<file path="src/rtl/win_bridge_pkg.sv">
package win_bridge_pkg;

   typedef enum logic [0:0] {
      FS_IDLE = 1'b0,
      FS_WAIT = 1'b1
   } fetch_state_e;

   localparam logic [31:0] ERR_FILL_WORD = 32'hFFFF_FFFF;
   localparam int unsigned LANES        = 4;

endpackage

</file>
<file path="src/rtl/win_regs.sv">
module win_regs
   import win_bridge_pkg::*;
#(
   parameter int unsigned REG_AW   = 12,
   parameter int unsigned DATA_OFS = 12'h474,
   parameter int unsigned ADDR_OFS = 12'h47C
) (
   input  logic              clk_i,
   input  logic              rst_ni,
   input  logic              we_i,
   input  logic [REG_AW-1:0] addr_i,
   input  logic [7:0]        wdata_i,
   output logic [7:0]        rdata_o,
   input  logic              busy_i,
   input  logic              load_i,
   input  logic [31:0]       load_data_i,
   output logic              trig_o,
   output logic [31:0]       trig_addr_o,
   output logic [31:0]       win_data_o
);

   logic [31:0] stage;
   logic [31:0] win_q;

   for (genvar g = 0; g < LANES; g++) begin : g_lane
      logic       lane_wr;
      logic [7:0] lane_q;
      if (g == 0) begin : g_trig_lane
         assign lane_wr = we_i && (addr_i == REG_AW'(ADDR_OFS)) && !busy_i;
      end else begin : g_plain_lane
         assign lane_wr = we_i && (addr_i == REG_AW'(ADDR_OFS + g));
      end
      always_ff @(posedge clk_i or negedge rst_ni) begin
         if (!rst_ni)      lane_q <= '0;
         else if (lane_wr) lane_q <= wdata_i;
      end
      assign stage[8*g +: 8] = lane_q;
   end

   assign trig_o      = g_lane[0].lane_wr;
   assign trig_addr_o = {stage[31:8], wdata_i};

   always_ff @(posedge clk_i or negedge rst_ni) begin
      if (!rst_ni)     win_q <= '0;
      else if (load_i) win_q <= load_data_i;
   end

   assign win_data_o = win_q;

   always_comb begin
      rdata_o = '0;
      for (int b = 0; b < LANES; b++) begin
         if (addr_i == REG_AW'(DATA_OFS + b)) rdata_o = win_q[8*b +: 8];
         if (addr_i == REG_AW'(ADDR_OFS + b)) rdata_o = stage[8*b +: 8];
      end
   end

endmodule

</file>
<file path="src/rtl/win_decode.sv">
module win_decode #(
   parameter int unsigned              ALIAS_BITS = 22,
   parameter int unsigned              NREG       = 3,
   parameter logic [NREG-1:0][31:0]    REG_BASE   = {32'h0010_0000, 32'h000E_0000, 32'h0001_8000},
   parameter logic [NREG-1:0][31:0]    REG_SIZE   = {32'h0002_E000, 32'h0001_4000, 32'h0001_8000},
   parameter logic [31:0]              LOW_SPLIT  = 32'h0004_0000,
   parameter logic [31:0]              MARK_LOW   = 32'hDEAD_C0DE,
   parameter logic [31:0]              MARK_HIGH  = 32'hDEAD_BEEF
) (
   input  logic [31:0] addr_i,
   output logic [31:0] word_addr_o,
   output logic        mapped_o,
   output logic [31:0] marker_o
);

   logic [NREG-1:0] hit;
   logic            unused_bits;

   if (ALIAS_BITS >= 32) begin : g_no_fold
      assign word_addr_o = {addr_i[31:2], 2'b00};
      assign unused_bits = ^addr_i[1:0];
   end else begin : g_fold
      assign word_addr_o = {{(32-ALIAS_BITS){1'b0}}, addr_i[ALIAS_BITS-1:2], 2'b00};
      assign unused_bits = ^{addr_i[31:ALIAS_BITS], addr_i[1:0]};
   end

   for (genvar i = 0; i < NREG; i++) begin : g_region
      assign hit[i] = (word_addr_o >= REG_BASE[i]) &&
                      ((word_addr_o - REG_BASE[i]) < REG_SIZE[i]);
   end

   assign mapped_o = |hit;
   assign marker_o = (word_addr_o < LOW_SPLIT) ? MARK_LOW : MARK_HIGH;

endmodule

</file>
<file path="src/rtl/win_fetch.sv">
module win_fetch
   import win_bridge_pkg::*;
(
   input  logic        clk_i,
   input  logic        rst_ni,
   input  logic        trig_i,
   input  logic        mapped_i,
   input  logic [31:0] word_addr_i,
   input  logic [31:0] marker_i,
   output logic        mem_req_o,
   output logic [31:0] mem_addr_o,
   input  logic        mem_rvalid_i,
   input  logic [31:0] mem_rdata_i,
   input  logic        mem_err_i,
   output logic        busy_o,
   output logic        err_o,
   output logic        load_o,
   output logic [31:0] load_data_o
);

   fetch_state_e state_q;
   logic [31:0]  addr_q;
   logic         err_q;
   logic         done;

   assign done = (state_q == FS_WAIT) && mem_rvalid_i;

   always_ff @(posedge clk_i or negedge rst_ni) begin
      if (!rst_ni) begin
         state_q <= FS_IDLE;
         addr_q  <= '0;
         err_q   <= 1'b0;
      end else begin
         case (state_q)
            FS_IDLE: if (trig_i && mapped_i) begin
               state_q <= FS_WAIT;
               addr_q  <= word_addr_i;
            end
            FS_WAIT: if (mem_rvalid_i) begin
               state_q <= FS_IDLE;
               if (mem_err_i) err_q <= 1'b1;
            end
            default: state_q <= FS_IDLE;
         endcase
      end
   end

   always_comb begin
      load_o      = 1'b0;
      load_data_o = mem_rdata_i;
      if (done) begin
         load_o      = 1'b1;
         load_data_o = mem_err_i ? ERR_FILL_WORD : mem_rdata_i;
      end else if (trig_i && !mapped_i && (state_q == FS_IDLE)) begin
         load_o      = 1'b1;
         load_data_o = marker_i;
      end
   end

   assign mem_req_o  = (state_q == FS_WAIT);
   assign mem_addr_o = addr_q;
   assign busy_o     = (state_q == FS_WAIT);
   assign err_o      = err_q;

endmodule

</file>
<file path="src/rtl/win_read_bridge.sv">
module win_read_bridge
   import win_bridge_pkg::*;
#(
   parameter int unsigned           REG_AW     = 12,
   parameter int unsigned           DATA_OFS   = 12'h474,
   parameter int unsigned           ADDR_OFS   = 12'h47C,
   parameter int unsigned           ALIAS_BITS = 22,
   parameter int unsigned           NREG       = 3,
   parameter logic [NREG-1:0][31:0] REG_BASE   = {32'h0010_0000, 32'h000E_0000, 32'h0001_8000},
   parameter logic [NREG-1:0][31:0] REG_SIZE   = {32'h0002_E000, 32'h0001_4000, 32'h0001_8000},
   parameter logic [31:0]           LOW_SPLIT  = 32'h0004_0000,
   parameter logic [31:0]           MARK_LOW   = 32'hDEAD_C0DE,
   parameter logic [31:0]           MARK_HIGH  = 32'hDEAD_BEEF
) (
   input  logic              clk_i,
   input  logic              rst_ni,
   input  logic              host_we_i,
   input  logic [REG_AW-1:0] host_addr_i,
   input  logic [7:0]        host_wdata_i,
   output logic [7:0]        host_rdata_o,
   output logic              busy_o,
   output logic              err_o,
   output logic              mem_req_o,
   output logic [31:0]       mem_addr_o,
   input  logic              mem_rvalid_i,
   input  logic [31:0]       mem_rdata_i,
   input  logic              mem_err_i
);

   localparam int unsigned REG_SPAN = 1 << REG_AW;

   if (ALIAS_BITS < 3 || ALIAS_BITS > 32) begin : g_bad_alias
      initial $fatal(1, "ALIAS_BITS must lie in 3..32");
   end
   if ((DATA_OFS % 4) != 0 || (ADDR_OFS % 4) != 0) begin : g_bad_align
      initial $fatal(1, "register offsets must be word aligned");
   end
   if (DATA_OFS == ADDR_OFS || DATA_OFS + 4 > REG_SPAN || ADDR_OFS + 4 > REG_SPAN) begin : g_bad_ofs
      initial $fatal(1, "register offsets overlap or exceed REG_AW");
   end
   if (NREG < 1) begin : g_bad_nreg
      initial $fatal(1, "NREG must be at least 1");
   end

   logic        trig;
   logic [31:0] trig_addr;
   logic [31:0] word_addr;
   logic        mapped;
   logic [31:0] marker;
   logic        load;
   logic [31:0] load_data;
   logic [31:0] win_data;

   win_regs #(
      .REG_AW   (REG_AW),
      .DATA_OFS (DATA_OFS),
      .ADDR_OFS (ADDR_OFS)
   ) u_regs (
      .clk_i       (clk_i),
      .rst_ni      (rst_ni),
      .we_i        (host_we_i),
      .addr_i      (host_addr_i),
      .wdata_i     (host_wdata_i),
      .rdata_o     (host_rdata_o),
      .busy_i      (busy_o),
      .load_i      (load),
      .load_data_i (load_data),
      .trig_o      (trig),
      .trig_addr_o (trig_addr),
      .win_data_o  (win_data)
   );

   win_decode #(
      .ALIAS_BITS (ALIAS_BITS),
      .NREG       (NREG),
      .REG_BASE   (REG_BASE),
      .REG_SIZE   (REG_SIZE),
      .LOW_SPLIT  (LOW_SPLIT),
      .MARK_LOW   (MARK_LOW),
      .MARK_HIGH  (MARK_HIGH)
   ) u_decode (
      .addr_i      (trig_addr),
      .word_addr_o (word_addr),
      .mapped_o    (mapped),
      .marker_o    (marker)
   );

   win_fetch u_fetch (
      .clk_i        (clk_i),
      .rst_ni       (rst_ni),
      .trig_i       (trig),
      .mapped_i     (mapped),
      .word_addr_i  (word_addr),
      .marker_i     (marker),
      .mem_req_o    (mem_req_o),
      .mem_addr_o   (mem_addr_o),
      .mem_rvalid_i (mem_rvalid_i),
      .mem_rdata_i  (mem_rdata_i),
      .mem_err_i    (mem_err_i),
      .busy_o       (busy_o),
      .err_o        (err_o),
      .load_o       (load),
      .load_data_o  (load_data)
   );

endmodule

</file>
<file path="config.mk">
export PLATFORM = sky130hd
export DESIGN_NAME = win_read_bridge
export DESIGN_NICKNAME = d
export VERILOG_FILES = /design/src/rtl/win_bridge_pkg.sv /design/src/rtl/win_regs.sv /design/src/rtl/win_decode.sv /design/src/rtl/win_fetch.sv /design/src/rtl/win_read_bridge.sv
export SDC_FILE = /design/constraint.sdc
export NUM_CORES = 1
export LEC_CHECK = 0
export BUFFER_PORTS_ARGS = -buffer_cell sky130_fd_sc_hd__buf_2
export CORE_UTILIZATION = 30
export DETAILED_ROUTE_END_ITERATION = 12
export SLEW_MARGIN = 0
export SYNTH_ARGS = -nofsm -noshare
export SYNTH_HDL_FRONTEND = slang
export SYNTH_HIERARCHICAL = 1
export SYNTH_SLANG_ARGS = --single-unit
</file>
<file path="constraint.sdc">
create_clock -name clk_i -period 4.5 [get_ports clk_i]
set_clock_uncertainty 0.15 [all_clocks]
set_input_delay 0.9 -clock clk_i [delete_from_list [all_inputs] [get_ports clk_i]]
set_output_delay 0.9 -clock clk_i [all_outputs]
set_load 0.01 [all_outputs]
</file>
# Yosys cells after proc, flatten, opt, wreduce, memory -nomap -nowiden
# Cells that the tools add are included.
[classes]
addsub = 3
n_mul = 0
n_div = 0
n_lt_le_gt_ge = 7
eq_ne = 8
shift = 0
muxes = 17
bitwise = 1
reduce_logical = 17
[ops]
columns = ["op", "count"]
rows = [
  ["== test 12 x 11 -> 1 bit, second input constant", 8],
  ["two-way mux 32 bit", 3],
  ["< comparator 32 x 17 -> 1 bit, second input constant", 2],
  ["two-way mux 8 bit", 8],
  ["< comparator 32 x 18 -> 1 bit, second input constant", 1],
  ["subtractor 22 x 17 -> 23 bit, second input constant", 1],
  ["subtractor 22 x 20 -> 23 bit, second input constant", 1],
  ["subtractor 22 x 21 -> 23 bit, second input constant", 1],
  [">= comparator 22 x 17 -> 1 bit, second input constant", 1],
  [">= comparator 22 x 20 -> 1 bit, second input constant", 1],
  [">= comparator 22 x 21 -> 1 bit, second input constant", 1],
  ["< comparator 22 x 19 -> 1 bit, second input constant", 1],
  ["two-way mux 15 bit", 1],
  ["logical AND 1 bit", 12],
  ["two-way mux 1 bit", 4],
  ["AND reduction 3 bit", 1],
  ["OR reduction 3 bit", 1],
  ["zero test 1 bit", 2],
  ["one-hot mux 1 bit (2 select lines)", 1],
  ["AND reduction 2 bit", 1],
  ["NOT 1 bit", 1],
]
[word_totals]
regBits = 86
latchBits = 0
mem_bits_rw = 0
mem_bits_ro = 0
in_bits = 57
output_inout_bits = 43
wordCells = 61
memories = 0

# Logic depth before layout (Yosys ltp)
[depth]
depth_word = 9
ltp_mapped = 14
mapped_depth_nobuf = 9

# Modules after synthesis
# Netlist, hierarchy kept.
[modules_own_cells]
columns = ["mod", "n_inst", "cells_each", "area_each_um2", "seq_area_each_um2"]
rows = [
  ["win_regs", 1, 258, 3285.7, 1601.5],
  ["win_fetch", 1, 192, 1994.4, 850.8],
  ["win_decode", 1, 100, 724.4, 0.0],
]

# Worst setup path before layout
# Ideal clock, no wire load.
[synth_timing]
path_type = "input port to flip-flop"
from = "input port host_addr_i[9]"
to = "register u_regs.win_q[10], in the netlist u_regs/win_data_o[10]"
setup_ps = 125
t_arrival_ps = 3374
required_ps = 4225
slack_ps = 851
path_stages = 12
path_buffers = 5
cell_sequence = "or2_2 nor3_4 buf_6 nand3_4 inv_1 or3b_1 buf_6 buf_6 nand2_1 clkbuf_1 buf_1 mux2_2"
[synth_via]
elab_chain_cells = 7
word_cells_on_any_way = 9
cone_classes = "eq/ne: 1; mux: 4; reduce/logical: 4"
[synth_lines]
columns = ["item", "line", "source"]
rows = [
  ["start: declaration", "win_read_bridge.sv:18", "input logic [REG_AW-1:0] host_addr_i,"],
  ["== test 12 x 11 -> 1 bit", "win_regs.sv:29", "assign lane_wr = we_i && (addr_i == REG_AW'(ADDR_OFS)) && !busy_i;"],
  ["logical AND 1 bit (2 in series)", "win_regs.sv:29", ""],
  ["named net trig", "win_read_bridge.sv:45", "logic trig;"],
  ["logical AND 1 bit (2 in series)", "win_fetch.sv:54", "end else if (trig_i && !mapped_i && (state_q == FS_IDLE)) begin"],
  ["two-way mux 1 bit", "win_fetch.sv:54", ""],
  ["two-way mux 1 bit", "win_fetch.sv:51", "if (done) begin"],
  ["named net load", "win_read_bridge.sv:50", "logic load;"],
  ["end signal: assignment", "win_regs.sv:45", "else if (load_i) win_q <= load_data_i;"],
  ["end: declaration", "win_regs.sv:23", "logic [31:0] win_q;"],
]
# The timed path passes the listed nets, and every way through them passes these cells.
# A chain may end at the register's enable or synchronous reset.

# Final worst setup path
[layout_timing]
from = "input port host_addr_i[3]"
to = "output port host_rdata_o[5]"
[layout_via]
elab_chain_cells = 9
word_cells_on_any_way = 16
cone_classes = "eq/ne: 8; mux: 8"
[layout_lines]
columns = ["item", "line", "source"]
rows = [
  ["== test 12 x 11 -> 1 bit", "win_regs.sv:53", "if (addr_i == REG_AW'(DATA_OFS + b)) rdata_o = win_q[8*b +: 8];"],
  ["two-way mux 8 bit", "win_regs.sv:53", ""],
  ["two-way mux 8 bit", "win_regs.sv:54", "if (addr_i == REG_AW'(ADDR_OFS + b)) rdata_o = stage[8*b +: 8];"],
  ["two-way mux 8 bit", "win_regs.sv:53", ""],
  ["two-way mux 8 bit", "win_regs.sv:54", ""],
  ["two-way mux 8 bit", "win_regs.sv:53", ""],
  ["two-way mux 8 bit", "win_regs.sv:54", ""],
  ["two-way mux 8 bit", "win_regs.sv:53", ""],
  ["two-way mux 8 bit (*)", "win_regs.sv:54", ""],
  ["end: declaration", "win_read_bridge.sv:20", "output logic [7:0] host_rdata_o,"],
]
# Mark *: on every way between the ends. The rest lies on a longest branch, timed or not.

==> qor.txt <==
DP Cell Count = 850
# rows = 51
Post-CTS Hold Buffers = 0
Initial core utilization = 30.7%
RSZ-0062 raised after global routing = no
Hold path cells = 1
Max Transition Viols Final = 0
Setup violators final = 0
R2R setup slack = 0.96 ns
FILL cells = 2,040
Die width = 143 um
Vias per inst = 4.76
Outcome = finished clean
Pwr per Cell Area = 286 nW/um2
Hold path endpoint = u_fetch/err_o
Routed wl met3 = 791 um
CTS buffer count = 9
Die Area = 20,500 um2
Crit Path Category = in -> out
Syn Area/Cell = 10.9 um2
Tcrit/Tclk final = 83.4%
Vias in the first global route = 3,973
CTS clk-pin slew, worst paths = 0.06 ns
Die height = 143 um
Fmax = 0.266 GHz
RR Startpoint = u_regs/g_lane[2].lane_q[2]
Port buffer count = 99
Final GP Congestion = 0.859
Largest net degree at the start of global routing = 62
Worst hold margin = 0.327 ns
Placed Area = 6310 um2
Critical Path RT = 3.45 ns
Hold Startpoint = u_fetch/err_o
Maximum clock path buffer count = 2
Layout Nets = 658
First drt pass iteration count = 5
Detailed Route WL = 14,100 um
Worst-skew pair later-pin latency = 0.34 ns
First-pass GRT wire length = 22,200 um
Multi-input logic area = 2790 um2
Via count = 4,121
I/O pins = 100
Startpoint types = primary input
Metal-1 WL = 6160 um
Number of max-cap violations = 0
R2R Path End = u_regs/win_data_o[30]
Gr ovfl total = 0
Sink Count = 98
Initial DRC Count = 180
Worst-path maximum fanout = 33
Seq. cell area = 2450 um2
Non-Filler Instances = 865
Final Cell Area = 6620 um2
Worst r2r path cells = 11
Area Growth Syn to Fin = 10.5%
Peak supply drop = 0.155 mV
CTS tree = yes
Global Route Usage Sum = 14.5%
Worst Path Arrival = 2.70 ns
Hold crit path type = reg -> reg
Critical Path End Type = output port
CORE AREA = 19,500 um2
Static leakage = 3.32 nW
Initial antenna violation count = 2
Least-Margin Pin Slew = 0.774 ns
Slew headroom = 48.4%
Root Driver = clkbuf_16
Ys Warns = 6
Number of gates resized after cts = 0
DPL Wire Length = 10,100 um
Final Hold Viols = 0
Top layer in use = met5
Fin Setup TNS = 0 ns
Post-layout minimum cycle time = 3.75 ns
H-Tree Depth = 3
Final worst slack = 0.745 ns
Routed WL per cell = 16.3 um
Drt drc = 0
Post-Syn Instances = 548
Ratio of cells with drive above 1 in the final layout = 40.2%
Final ANT Viol Nets = 0
Pre-CTS setup slack = 0.728 ns
DR WL met2 = 6980 um
Postcts setup bufs = 0
Cell area after synthesis = 5990 um2
==> routing by layer <==
layer	up-vias	global-route usage (%)
met4	2	3.30
met5	-	0
li1	1971	-
met1	2024	17.5
met2	110	25.2
met3	14	4.27
==> cells in the final DEF, fill, tap and decap left out, types with 3 or more instances in the layout <==
| cell type | count |
|---|---|
| a31oi_1 | 31 |
| o221ai_1 | 5 |
| inv_1 | 40 |
| nor2b_1 | 5 |
| a21oi_1 | 23 |
| dfrtp_1 | 98 |
| a22oi_1 | 7 |
| nand2b_1 | 6 |
| buf_2 | 98 |
| nor2_1 | 4 |
| mux2i_1 | 8 |
| clkbuf_16 | 9 |
| a32o_1 | 4 |
| nor4b_1 | 33 |
| conb_1 | 35 |
| buf_4 | 12 |
| nand2_1 | 9 |
| ha_1 | 5 |
| o21ai_0 | 15 |
| mux2_2 | 103 |
| a21o_1 | 3 |
==> cell type report <==
cell class	count	share of cell area, %
repair buffers	110	8.77
diodes	1	0.0378
multi-input cells	336	42.1
clock inverters	3	0.983
flip-flops and latches	98	37.1
well taps	265	5.01
inverters	41	2.33
clock buffers	11	3.67
==> critical path: stages <==
cell and delay, ns:
buf_2 0.43, nor2b_1 0.55, a21oi_1 0.14, o221a_2 0.26, o21ai_0 0.23, buf_2 0.19
==> worst max-delay path by stage <==
stage / start / slack (ns) / end
floorplan: host_addr_i[9] / 0.85 / u_regs/win_data_o[10]
global placement: host_addr_i[3] / 0.76 / host_rdata_o[5]
detailed placement: host_addr_i[3] / 0.73 / u_regs/win_data_o[26]
CTS: host_addr_i[3] / 0.73 / host_rdata_o[5]
global route: host_addr_i[3] / 0.59 / host_rdata_o[5]
finish: host_addr_i[3] / 0.75 / host_rdata_o[5]
==> flip-flops by register name, indices dropped and copies added (netlist names) <==
name and flops:
u_regs/g_lane.lane_q 32, u_fetch/err_o 1, u_fetch/mem_addr_o 32, u_regs/win_data_o 32, u_fetch/busy_o 1
==> stage by stage <==
| step | power (mW) | utilization, % |
|---|---|---|
| global route | 1.99 | 33.9 |
| floorplan | 1.06 | - |
| finish | 1.89 | 33.9 |
| detailed placement | 1.11 | 32.3 |
| global placement | 1.10 | 32.3 |
| CTS | 1.92 | 33.9 |
==> power by group <==
| group | total, mW | internal, mW | switching, mW |
|---|---|---|---|
| logic | 0.158 | 0.0697 | 0.0882 |
| clock network | 0.805 | 0.495 | 0.310 |
| registers | 0.929 | 0.910 | 0.0185 |
| total | 1.89 | 1.48 | 0.416 |
Power figures use the tool's default switching activity.
